<file path="config.mk">
export PLATFORM = sky130hd
export DESIGN_NAME = opmode_reg
export DESIGN_NICKNAME = d
export VERILOG_FILES = /design/src/rtl/opmode_pkg.sv /design/src/rtl/opmode_spc_fsm.sv /design/src/rtl/opmode_once_field.sv /design/src/rtl/opmode_decode.sv /design/src/rtl/opmode_reg.sv
export SDC_FILE = /design/constraint.sdc
export NUM_CORES = 1
export LEC_CHECK = 0
export ABC_AREA = 1
export BUFFER_PORTS_ARGS = -buffer_cell sky130_fd_sc_hd__buf_2
export CORE_ASPECT_RATIO = 0.7
export CORE_UTILIZATION = 33
export CTS_BUF_LIST = sky130_fd_sc_hd__clkbuf_2
export DETAILED_ROUTE_END_ITERATION = 10
export HOLD_SLACK_MARGIN = 0.1
export SKIP_CTS_REPAIR_TIMING = 1
export SYNTH_ARGS = -nofsm -noshare
export SYNTH_HDL_FRONTEND = slang
export SYNTH_SLANG_ARGS = --single-unit
</file>
<file path="constraint.sdc">
create_clock -name clk -period 2.3 [get_ports clk]
set_clock_uncertainty 0.2 [all_clocks]
set_input_delay 0.115 -clock clk [delete_from_list [all_inputs] [get_ports clk]]
set_output_delay 0.115 -clock clk [all_outputs]
set_load 0.05 [all_outputs]
</file>
<file path="src/rtl/opmode_pkg.sv">
package opmode_pkg;

    localparam int DATA_W   = 8;
    localparam int MODE_W   = 3;
    localparam int NUM_LOW  = 3;
    localparam int LOW_MAXW = 2;

    // bit positions that software and neighbours decode
    localparam int BIT_SPEC = 7;
    localparam int BIT_MB   = 6;
    localparam int BIT_MA   = 5;

    localparam logic [1:0] MB_MA_BLOCKED = 2'b10;

    typedef enum logic [MODE_W-1:0] {
        MD_SP_SINGLE = 3'b000,
        MD_SP_NARROW = 3'b001,
        MD_SP_PERIPH = 3'b010,
        MD_SP_WIDE   = 3'b011,
        MD_NM_SINGLE = 3'b100,
        MD_NM_NARROW = 3'b101,
        MD_NM_RSVD   = 3'b110,
        MD_NM_WIDE   = 3'b111
    } mode_e;

    typedef enum logic [1:0] {
        SPC_FIRST = 2'd0,
        SPC_OPEN  = 2'd1,
        SPC_SHUT  = 2'd2
    } spc_state_e;

    // low configuration fields: 0 emulation pair, 1 visibility, 2 stretch
    function automatic int low_lsb(input int idx);
        case (idx)
            0:       return 0;
            1:       return 3;
            default: return 4;
        endcase
    endfunction

    function automatic int low_width(input int idx);
        return (idx == 0) ? 2 : 1;
    endfunction

endpackage

</file>
<file path="src/rtl/opmode_spc_fsm.sv">
module opmode_spc_fsm
    import opmode_pkg::*;
(
    input  logic clk,
    input  logic rst_n,
    input  logic pin_smod_n,
    input  logic wr_en,
    input  logic wr_bit,
    output logic spec_n,
    output logic in_first
);

    spc_state_e state_q;
    spc_state_e state_d;

    // state register; pin sampled while reset is held
    always_ff @(posedge clk) begin
        if (!rst_n) begin
            state_q <= pin_smod_n ? SPC_SHUT : SPC_FIRST;
        end else begin
            state_q <= state_d;
        end
    end

    // transitions
    always_comb begin
        state_d = state_q;
        unique case (state_q)
            SPC_FIRST: if (wr_en)           state_d = SPC_OPEN;
            SPC_OPEN:  if (wr_en && wr_bit) state_d = SPC_SHUT;
            SPC_SHUT:                       state_d = SPC_SHUT;
            default:                        state_d = SPC_SHUT;
        endcase
    end

    // outputs
    always_comb begin
        spec_n   = 1'b0;
        in_first = 1'b0;
        unique case (state_q)
            SPC_FIRST: in_first = 1'b1;
            SPC_OPEN:  ;
            SPC_SHUT:  spec_n = 1'b1;
            default:   spec_n = 1'b1;
        endcase
    end

endmodule

</file>
<file path="src/rtl/opmode_once_field.sv">
module opmode_once_field #(
    parameter int W = 1
) (
    input  logic         clk,
    input  logic         rst_n,
    input  logic [W-1:0] rst_val,
    input  logic         anytime,
    input  logic         wr_en,
    input  logic         blocked,
    input  logic [W-1:0] wdata,
    output logic [W-1:0] q,
    output logic         done
);

    logic accept;

    assign accept = wr_en && !blocked && (anytime || !done);

    always_ff @(posedge clk) begin
        if (!rst_n) begin
            q    <= rst_val;
            done <= 1'b0;
        end else if (accept) begin
            q <= wdata;
            if (!anytime) begin
                done <= 1'b1;
            end
        end
    end

endmodule

</file>
<file path="src/rtl/opmode_decode.sv">
module opmode_decode
    import opmode_pkg::*;
(
    input  logic [MODE_W-1:0] code,
    input  logic              vis_bit,
    output logic              special_o,
    output logic              single_chip_o,
    output logic              narrow_o,
    output logic              wide_o,
    output logic              periph_o,
    output logic              vis_en_o
);

    mode_e md;

    assign md = mode_e'(code);

    always_comb begin
        special_o     = 1'b0;
        single_chip_o = 1'b0;
        narrow_o      = 1'b0;
        wide_o        = 1'b0;
        periph_o      = 1'b0;
        unique case (md)
            MD_SP_SINGLE: begin special_o = 1'b1; single_chip_o = 1'b1; end
            MD_SP_NARROW: begin special_o = 1'b1; narrow_o = 1'b1; end
            MD_SP_PERIPH: begin special_o = 1'b1; periph_o = 1'b1; end
            MD_SP_WIDE:   begin special_o = 1'b1; wide_o = 1'b1; end
            MD_NM_SINGLE: single_chip_o = 1'b1;
            MD_NM_NARROW: narrow_o = 1'b1;
            MD_NM_RSVD:   ;
            MD_NM_WIDE:   wide_o = 1'b1;
            default:      ;
        endcase
    end

    assign vis_en_o = vis_bit && !single_chip_o;

endmodule

</file>
<file path="src/rtl/opmode_reg.sv">
module opmode_reg
    import opmode_pkg::*;
(
    input  logic              clk,
    input  logic              rst_n,
    input  logic              pin_smod_n,
    input  logic              pin_mb,
    input  logic              pin_ma,
    input  logic              sel,
    input  logic              wr,
    input  logic [DATA_W-1:0] wdata,
    output logic [DATA_W-1:0] rdata,
    output logic              special_o,
    output logic              single_chip_o,
    output logic              narrow_o,
    output logic              wide_o,
    output logic              periph_o,
    output logic              vis_en_o,
    output logic              stretch_o,
    output logic              emd_o,
    output logic              eme_o
);

    logic                wr_en;
    logic                spec_n;
    logic                in_first;
    logic [1:0]          mode_bits;
    logic                mode_done;
    logic                mode_blk;
    logic [LOW_MAXW-1:0] low_q    [NUM_LOW];
    logic                low_done [NUM_LOW];
    logic                rsvd_unused;
    logic                stretch_done;
    logic                vis_bit;
    logic [DATA_W-1:0]   image;

    assign wr_en       = sel && wr;
    assign rsvd_unused = wdata[2];
    assign mode_blk    = (wdata[BIT_MB:BIT_MA] == MB_MA_BLOCKED);

    opmode_spc_fsm u_spc (
        .clk        (clk),
        .rst_n      (rst_n),
        .pin_smod_n (pin_smod_n),
        .wr_en      (wr_en),
        .wr_bit     (wdata[BIT_SPEC]),
        .spec_n     (spec_n),
        .in_first   (in_first)
    );

    opmode_once_field #(.W(2)) u_mode (
        .clk     (clk),
        .rst_n   (rst_n),
        .rst_val ({pin_mb, pin_ma}),
        .anytime (!spec_n),
        .wr_en   (wr_en),
        .blocked (mode_blk),
        .wdata   (wdata[BIT_MB:BIT_MA]),
        .q       (mode_bits),
        .done    (mode_done)
    );

    for (genvar g = 0; g < NUM_LOW; g++) begin : g_low
        localparam int LSB = low_lsb(g);
        localparam int W   = low_width(g);
        logic [W-1:0] q_g;

        opmode_once_field #(.W(W)) u_fld (
            .clk     (clk),
            .rst_n   (rst_n),
            .rst_val ({W{~pin_smod_n}}),
            .anytime (!spec_n),
            .wr_en   (wr_en),
            .blocked (1'b0),
            .wdata   (wdata[LSB +: W]),
            .q       (q_g),
            .done    (low_done[g])
        );

        assign low_q[g] = LOW_MAXW'(q_g);
    end

    assign vis_bit      = low_q[1][0];
    assign stretch_o    = low_q[2][0];
    assign emd_o        = low_q[0][1];
    assign eme_o        = low_q[0][0];
    assign stretch_done = low_done[2];

    assign image = {spec_n, mode_bits, stretch_o, vis_bit, 1'b0, emd_o, eme_o};
    assign rdata = sel ? image : '0;

    opmode_decode u_dec (
        .code          ({spec_n, mode_bits}),
        .vis_bit       (vis_bit),
        .special_o     (special_o),
        .single_chip_o (single_chip_o),
        .narrow_o      (narrow_o),
        .wide_o        (wide_o),
        .periph_o      (periph_o),
        .vis_en_o      (vis_en_o)
    );

endmodule

</file>
==> results of run 1 <==
==> final timing paths <==
path,startpoint,to,slack (ns),depth (start not counted)
min reg2reg,g_low[1].u_fld.done,g_low[1].u_fld.done,0.26,2
max,wdata[6],u_mode.done,0.16,7
min,sel,g_low[1].u_fld.done,0.11,5
max reg2reg,u_spc.state_q[1],g_low[0].u_fld.done,0.62,5
==> cell usage after synthesis <==
| master | n | area, µm² |
|---|---|---|
| buf_2 | 1 | 5.00 |
| edfxtp_1 | 8 | 240 |
| buf_4 | 2 | 15.0 |
| nand2_2 | 1 | 6.26 |
| nand2_1 | 28 | 105 |
| a21oi_2 | 1 | 8.76 |
| nor2_4 | 1 | 11.3 |
| conb_1 | 1 | 3.75 |
| o21ai_0 | 5 | 25.0 |
| nand3_1 | 2 | 10.0 |
| inv_2 | 3 | 11.3 |
| inv_1 | 18 | 67.6 |
| nor2_1 | 6 | 22.5 |
| a21oi_1 | 3 | 15.0 |
| dfxtp_1 | 4 | 80.1 |
| nor3_1 | 1 | 5.00 |
==> per-layer routing <==
layer / vias to the layer above / GRT usage (%)
li1: 344 / -
met1: 258 / 17.1
met2: 20 / 17.1
met3: 5 / 5.88
met4: 0 / 7.69
met5: - / 0
==> per-stage QoR <==
stage	instances	total power [W]	cell area, µm²	hold slack (ns)	setup slack, ns
after floorplan	85	0.000401	632	0.0757	0.411
after global placement	132	0.000440	783	0.188	0.998
after detailed placement	132	0.000441	783	0.186	1.00
after CTS	136	0.000543	802	-0.0924	0.773
after global routing	152	0.000593	962	0.124	0.103
final	152	0.000561	962	0.110	0.162
==> critical path: cells and delay by family <==
| family | cells | cell delay, ns |
|---|---|---|
| compound gates | 1 | 0.11 |
| buf+inv | 4 | 1.80 |
| simple gates | 2 | 0.13 |
==> logic make-up after synthesis <==
| family | after synthesis |
|---|---|
| simple gates | 39 |
| buf+inv | 24 |
| flops | 12 |
| compound gates | 9 |
| other cells | 1 |
==> layout make-up <==
class | count | area (µm²) | share of cell area, %
clock inverter | 1 | 3.75 | 0.390
sequential | 12 | 320 | 33.3
timing repair buffer | 45 | 305 | 31.7
clock buffer | 3 | 15.0 | 1.56
multi-input combinational | 49 | 213 | 22.1
inverter | 21 | 78.8 | 8.19
tap | 21 | 26.3 | 2.73
==> where the power goes <==
part	switching (W)	total (W)	internal, W	leakage [nW]
clock network	0.0000645	0.000102	0.0000378	0.0140
logic	0.000136	0.000195	0.0000591	0.408
registers	0.0000118	0.000264	0.000252	0.115
==> state kept, by name, summed over array words and instances, names as in the netlist <==
register / flops
u_mode.done: 1
g_low.u_fld.done: 3
g_low.u_fld.q: 4
u_spc.state_q: 2
u_mode.q: 2
==> results_dict.tcl, run 1 <==
set metrics [dict create \
    grt_overflow 0 \
    setup_tns_ns 0 \
    cp_cell_sequence "dlygate4sd3_1 -> buf_2 -> nand2_1 -> dlygate4sd3_1 -> nand2_1 -> dlygate4sd3_1 -> a21oi_2" \
    cts_sinks 12 \
    yosysSeqAreaShare_pct 50.7 \
    antenna_found_initial 0 \
    synth_top_family_by_area "simple AND/OR/NAND/NOR gates" \
    hold_violations 0 \
    route.met2.wl_um 632 \
    n_fill_cell 162 \
    synthSimpleGateAreaFrac_pct 25.3 \
    clock-root-buffer "clkbuf_2" \
    finalCriticalPeriod_ns 2.14 \
    syn-num-nets 100 \
    first_iter_violations 24 \
    synth-xor-area-share_pct 0 \
    ys_ff_latch 12 \
    area_growth_syn_to_layout_pct 52.3 \
    grt_pass1_wl_um 1770 \
    row_count 12 \
    ant_nets 0 \
    htree_levels 1 \
    synth_mux_area_share_pct 0 \
    arrival_ns 2.15 \
    synth_compound_area_share_pct 7.72 \
    avgSynthCellArea_um2 7.43 \
    crit_required_ns 2.31 \
    clk_path_buf_depth 2 \
    netlist_instances 85 \
    path_common_cell "dlygate4sd3_1" \
    critical_path.max_fanout 2 \
    synthAdderAreaFrac_pct 0 \
    syn_area_um2 632 \
    slowest_stage "dlygate4sd3_1" \
    drc 0 \
    critPathCaptureType "register" \
    final_cell_mix "buf_2 (29), nand2_1 (28), inv_1 (18)" \
    setup_viol 0 \
    clock_latency_ns 0.26 \
    start_kind "primary input" \
    coreArea_mm2 0.00168 \
    ir_worst_vdd_mv 0.323 \
    grt_max_degree 13 \
    top_layer "met4" \
    num_vias 627 \
    drive_gt1_share_pct 29.0 \
    ios 32 \
    die_height_um 38.6 \
    rsz0062_at_grt "false" \
    fin_crit_sh_pct 93.0 \
    cp_slowest_stage_delay_ns 0.57 \
    powerDensity_mw_per_mm2 583 \
    wl_met3_um 80 \
    layout.nets 147 \
    grt_usage_pct 13.0 \
    finalWirelength_um 1420 \
    cts_tree "built" \
    yosys_warnings 0 \
    die_area_mm2 0.00210 \
    p_leak_nw 0.537 \
    cts_made_buffers 3 \
    final_common_cell "buf_2" \
    drt_first_pass_iters 4 \
    die_x_um 54.3 \
    fmax_mhz 468 \
    dp_hpwl_um 931 \
    hp-class "in2reg" \
    initial_core_util_pct 37.6 \
    gp_congestion 0.778 \
    status "finished clean" \
    io_buffers 29 \
    num_antenna_cells 0 \
    final_core_util_pct 57.2 \
    wirelength_met1_um 688 \
    yosysUniqueCellTypes 16 \
    grt_pass1_vias 417 \
    cap_viol_max_count 0 \
    clk_pin_slew_ns 0.10 \
    critPathKind "in2reg" \
    slew_violations 0 \
    wl_per_cell_um 9.33 \
    avgViaCountPerCell 4.13 \
]
No activity file was read; power rests on OpenSTA's default activity.
==> run 2, diff against run 1 <==
==> constraint.sdc (replaced) <==
create_clock -name clk -period 2.3 [get_ports clk]
set_clock_uncertainty 0.2 [all_clocks]
set_input_delay 0.23 -clock clk [delete_from_list [all_inputs] [get_ports clk]]
set_output_delay 0.23 -clock clk [all_outputs]
set_load 0.05 [all_outputs]
==> run 2 against run 1 <==
  * Sequential share of layout area is 3.0 points higher
  * Register-to-register slack better by 0.33 ns
  * Critical endpoint is now u_mode.q[1]
  * Cell area shrank 8.3%
  * Wire length shrank 7.9%
  * Highest routed layer unchanged
  * First-iteration DRC count is 75% lower
  * Setup slack better by 0.43 ns
  * Hold slack got worse by 0.041 ns
  * Combinational power down 6%
==> results_dict.tcl, run 2 (synthesis gave the netlist of run 1 again) <==
set metrics [dict create \
    pre_cts_ws_ns 0.971 \
    power_w 0.000553 \
    finalCriticalPeriod_ns 1.71 \
    ant_nets 0 \
    hold_end "u_spc.state_q[1]" \
    final_common_cell "buf_2" \
    cts_tree "built" \
    clk_path_buf_depth 2 \
    grt_overflow 0 \
    ir_worst_vdd_mv 0.318 \
    layout.nets 139 \
    final_core_util_pct 52.5 \
    drt_first_pass_iters 3 \
    dp_hpwl_um 954 \
    rsz0062_at_grt "false" \
    drc 0 \
    critPathKind "in2reg" \
    crit_required_ns 2.14 \
    hold_violations 0 \
    critical_path.max_fanout 1 \
    finalWirelength_um 1310 \
    cts_sinks 12 \
    cts_made_buffers 3 \
    initial_core_util_pct 37.6 \
    final_cell_mix "buf_2 (29), nand2_1 (28), inv_1 (18)" \
    die_area_mm2 0.00210 \
    grt_max_degree 13 \
    wl_per_cell_um 9.07 \
    hp-class "in2reg" \
    fin_crit_sh_pct 74.2 \
    gp_congestion 0.746 \
    fmax_mhz 586 \
    critPathCaptureType "register" \
    setup_tns_ns 0 \
    rr_worst_depth 3 \
    htree_levels 1 \
    avgViaCountPerCell 4.07 \
    num_antenna_cells 0 \
    first_iter_violations 6 \
    start_kind "primary input" \
    grt_pass1_vias 403 \
    cap_viol_max_count 0 \
    powerDensity_mw_per_mm2 627 \
    die_height_um 38.6 \
    largest-register "g_low.u_fld.q" \
    die_x_um 54.3 \
    p_leak_nw 0.504 \
    clock-root-buffer "clkbuf_2" \
    hold_path_depth 3 \
    grt_usage_pct 12.5 \
    clk_pin_slew_ns 0.11 \
    clock_latency_ns 0.27 \
    io_buffers 29 \
    ff2ff_setup_slack_ns 0.95 \
    num_vias 586 \
    status "finished clean" \
    largest_reg_flops 4 \
    antenna_found_initial 0 \
    rr_endpoint "g_low[0].u_fld.q[1]" \
    ios 32 \
    reg_top3 "g_low.u_fld.q: 4 flops, g_low.u_fld.done: 3 flops" \
    setup_ws_ns 0.595 \
    slew_violations 0 \
    grt_pass1_wl_um 1700 \
    arrival_ns 1.54 \
    area_growth_syn_to_layout_pct 39.6 \
    setup_viol 0 \
    coreArea_mm2 0.00168 \
    drive_gt1_share_pct 30.9 \
    min_from "pin_smod_n" \
    row_count 12 \
    rr_startpoint "u_spc.state_q[1]" \
]
## run 2: cell types whose count changed in the layout (fill, tap and decap cells not counted)
cell           delta
dlygate4sd3_1     -8
## run 2: worst max-delay path, cell delays in order
cell,delay [ns]
dlygate4sd3_1,0.55
buf_2,0.13
nand2_1,0.05
nand2_1,0.04
dlygate4sd3_1,0.54
## run 2: area by class of cell
class | count | area, µm²
clock buffers | 3 | 15.0
inverters | 21 | 78.8
multi-input cells | 49 | 213
clock inverters | 1 | 3.75
flip-flops and latches | 12 | 320
repair buffers | 37 | 225
fillers | 171 | 800
well taps | 21 | 26.3
## run 2: routing by layer
layer	track usage, %	share of wire, %	vias up
li1	-	-	326
met1	16.3	48	239
met2	16.5	44	19
met3	5.88	7.3	2
met4	7.69	0.92	0
met5	0	0	-
## run 2: per-stage QoR
step           area [µm²]  std cells  hold slack, ns
2_1_floorplan         632         85           0.191
3_3_place_gp          783        132           0.242
3_5_place_dp          783        132           0.249
4_1_cts               802        136          0.0136
5_1_grt               882        144           0.112
6_report              882        144          0.0685
## run 2: how the worst max path moves through the flow
stage                      from                  end  slack (ns)  cells past startpoint
2_1_floorplan       u_mode.q[1]             vis_en_o        0.30                      2
3_3_place_gp                sel  g_low[0].u_fld.q[1]        0.97                      5
3_5_place_dp                sel     u_spc.state_q[1]        0.97                      5
4_1_cts        u_spc.state_q[1]            special_o        0.64                      2
5_1_grt                  pin_mb          u_mode.q[1]        0.57                      5
6_report                 pin_mb          u_mode.q[1]        0.59                      5
## run 2: where the power goes
part           internal [W]  switching (W)  leakage [nW]  total (W)
Sequential         0.000252      0.0000122         0.115   0.000264
Clock             0.0000377      0.0000678        0.0140   0.000106
Combinational     0.0000493       0.000134         0.376   0.000183
==> run 3, diff against run 2 <==
==> constraint.sdc (replaced) <==
create_clock -name clk -period 1.6 [get_ports clk]
set_clock_uncertainty 0.2 [all_clocks]
set_input_delay 0.16 -clock clk [delete_from_list [all_inputs] [get_ports clk]]
set_output_delay 0.16 -clock clk [all_outputs]
set_load 0.05 [all_outputs]
==> run 3 against run 2 <==
  * Global-route usage up 0.81 points
  * Sequential power up 44%
  * Wire length up 15%
  * Sequential share of layout area down 2.4 points
  * Combinational power up 54%
  * Total power up 48%
  * Largest cell class unchanged
  * Highest routed layer unchanged
==> results_dict.tcl, run 3 (synthesis gave the netlist of run 1 again) <==
set metrics [dict create \
    final_area_um2 945 \
    clk_path_buf_depth 2 \
    htree_levels 1 \
    ant_nets 0 \
    largest-register "g_low.u_fld.q" \
    fmax_mhz 644 \
    start_kind "register" \
    initial_core_util_pct 37.6 \
    reg_top3 "g_low.u_fld.q: 4 flops, g_low.u_fld.done: 3 flops" \
    row_count 12 \
    area_growth_syn_to_layout_pct 49.5 \
    grt_pass1_vias 419 \
    wl_per_cell_um 10.1 \
    whs_ns 0.142 \
    crit_required_ns 1.24 \
    drt_first_pass_iters 4 \
    crit_end "narrow_o" \
    dp_hpwl_um 962 \
    clock-root-buffer "clkbuf_2" \
    ios 32 \
    critPathCaptureType "primary output" \
    setup.worst_path.start "u_mode.q[1]" \
    first_iter_violations 7 \
    avgViaCountPerCell 4.32 \
    ir_worst_vdd_mv 0.464 \
    clk_pin_slew_ns 0.12 \
    grt_overflow 0 \
    ff2ff_setup_slack_ns 0.25 \
    setup_viol 0 \
    p_leak_nw 0.527 \
    rsz0062_at_grt "true" \
    num_antenna_cells 0 \
    hp-class "in2reg" \
    antenna_found_initial 0 \
    die_height_um 38.6 \
    finalWirelength_um 1500 \
    rr_endpoint "g_low[0].u_fld.q[0]" \
    rr_startpoint "u_spc.state_q[1]" \
    largest_reg_flops 4 \
    critical_path.max_fanout 5 \
    die_x_um 54.3 \
    powerDensity_mw_per_mm2 867 \
    cts_tree "built" \
    dp_cells 132 \
    coreArea_mm2 0.00168 \
    layout.nets 144 \
    gp_congestion 0.758 \
    grt_pass1_wl_um 1770 \
    drc 0 \
    fin_crit_sh_pct 97.0 \
    die_area_mm2 0.00210 \
    status "finished clean" \
    grt_max_degree 13 \
    finalCriticalPeriod_ns 1.55 \
    io_buffers 29 \
    setup_tns_ns 0 \
    rr_worst_depth 3 \
    cts_sinks 12 \
    cts_made_buffers 3 \
    final_cell_mix "nand2_1 (28), buf_2 (26), inv_1 (18)" \
    clock_latency_ns 0.28 \
    critPathKind "reg2out" \
    drive_gt1_share_pct 31.3 \
    num_vias 644 \
    fin_cells 149 \
    placed_cell_area_um2 791 \
    hold_violations 0 \
    slew_violations 0 \
    cap_viol_max_count 0 \
    final_common_cell "nand2_1" \
    arrival_ns 1.19 \
    grt_usage_pct 13.3 \
]
[run 3: changes by cell type in the layout (fill, tap and decap cells not counted)]
cell | before | now
buf_2 | 29 | 26
buf_4 | 0 | 2
clkbuf_4 | 0 | 2
dlygate4sd3_1 | 8 | 12
nor2_1 | 6 | 5
nor2_4 | 1 | 2
[run 3: how the worst min path moves through the flow]
| stage | startpoint | end | slack [ns] | cells after the start |
|---|---|---|---|---|
| 3_3_place_gp | wdata[0] | g_low[0].u_fld.q[0] | 0.23 | 3 |
| 2_1_floorplan | rst_n | u_mode.done | 0.12 | 2 |
| 6_report | sel | u_mode.done | 0.14 | 5 |
| 3_5_place_dp | wdata[0] | g_low[0].u_fld.q[0] | 0.24 | 3 |
| 5_1_grt | sel | u_mode.done | 0.12 | 5 |
| 4_1_cts | wdata[0] | g_low[0].u_fld.q[0] | -0.05 | 3 |
[run 3: layout make-up]
type	count	area, µm²
clock inverters	1	3.75
flip-flops and latches	12	320
well taps	21	26.3
fillers	169	737
repair buffers	42	280
multi-input cells	49	220
inverters	21	78.8
clock buffers	3	15.0
[run 3: power by group]
| group | total [W] | switching (W) | internal, W |
|---|---|---|---|
| combinational | 0.000282 | 0.000198 | 0.0000837 |
| clock | 0.000156 | 0.000102 | 0.0000542 |
| sequential | 0.000381 | 0.0000183 | 0.000363 |
[run 3: per-stage QoR]
stage	util (%)	worst slack [ns]	power, W
2_1_floorplan	-	0.0211	0.000580
3_3_place_gp	47.0	0.290	0.000636
3_5_place_dp	47.0	0.276	0.000638
4_1_cts	48.1	-0.0251	0.000790
5_1_grt	56.2	-0.00239	0.000859
6_report	56.2	0.0482	0.000819
[run 3: routing by layer]
| layer | wire, µm | vias to the layer above | GRT usage, % |
|---|---|---|---|
| met4 | 26 | 0 | 5.77 |
| met3 | 111 | 4 | 7.06 |
| met5 | 0 | - | 0 |
| li1 | - | 339 | - |
| met1 | 687 | 273 | 16.7 |
| met2 | 674 | 28 | 18.9 |
[run 3: critical path, stage by stage, from the launching register on]
cell and delay (ns):
edfxtp_1 0.50, nor2_1 0.14, buf_2 0.27
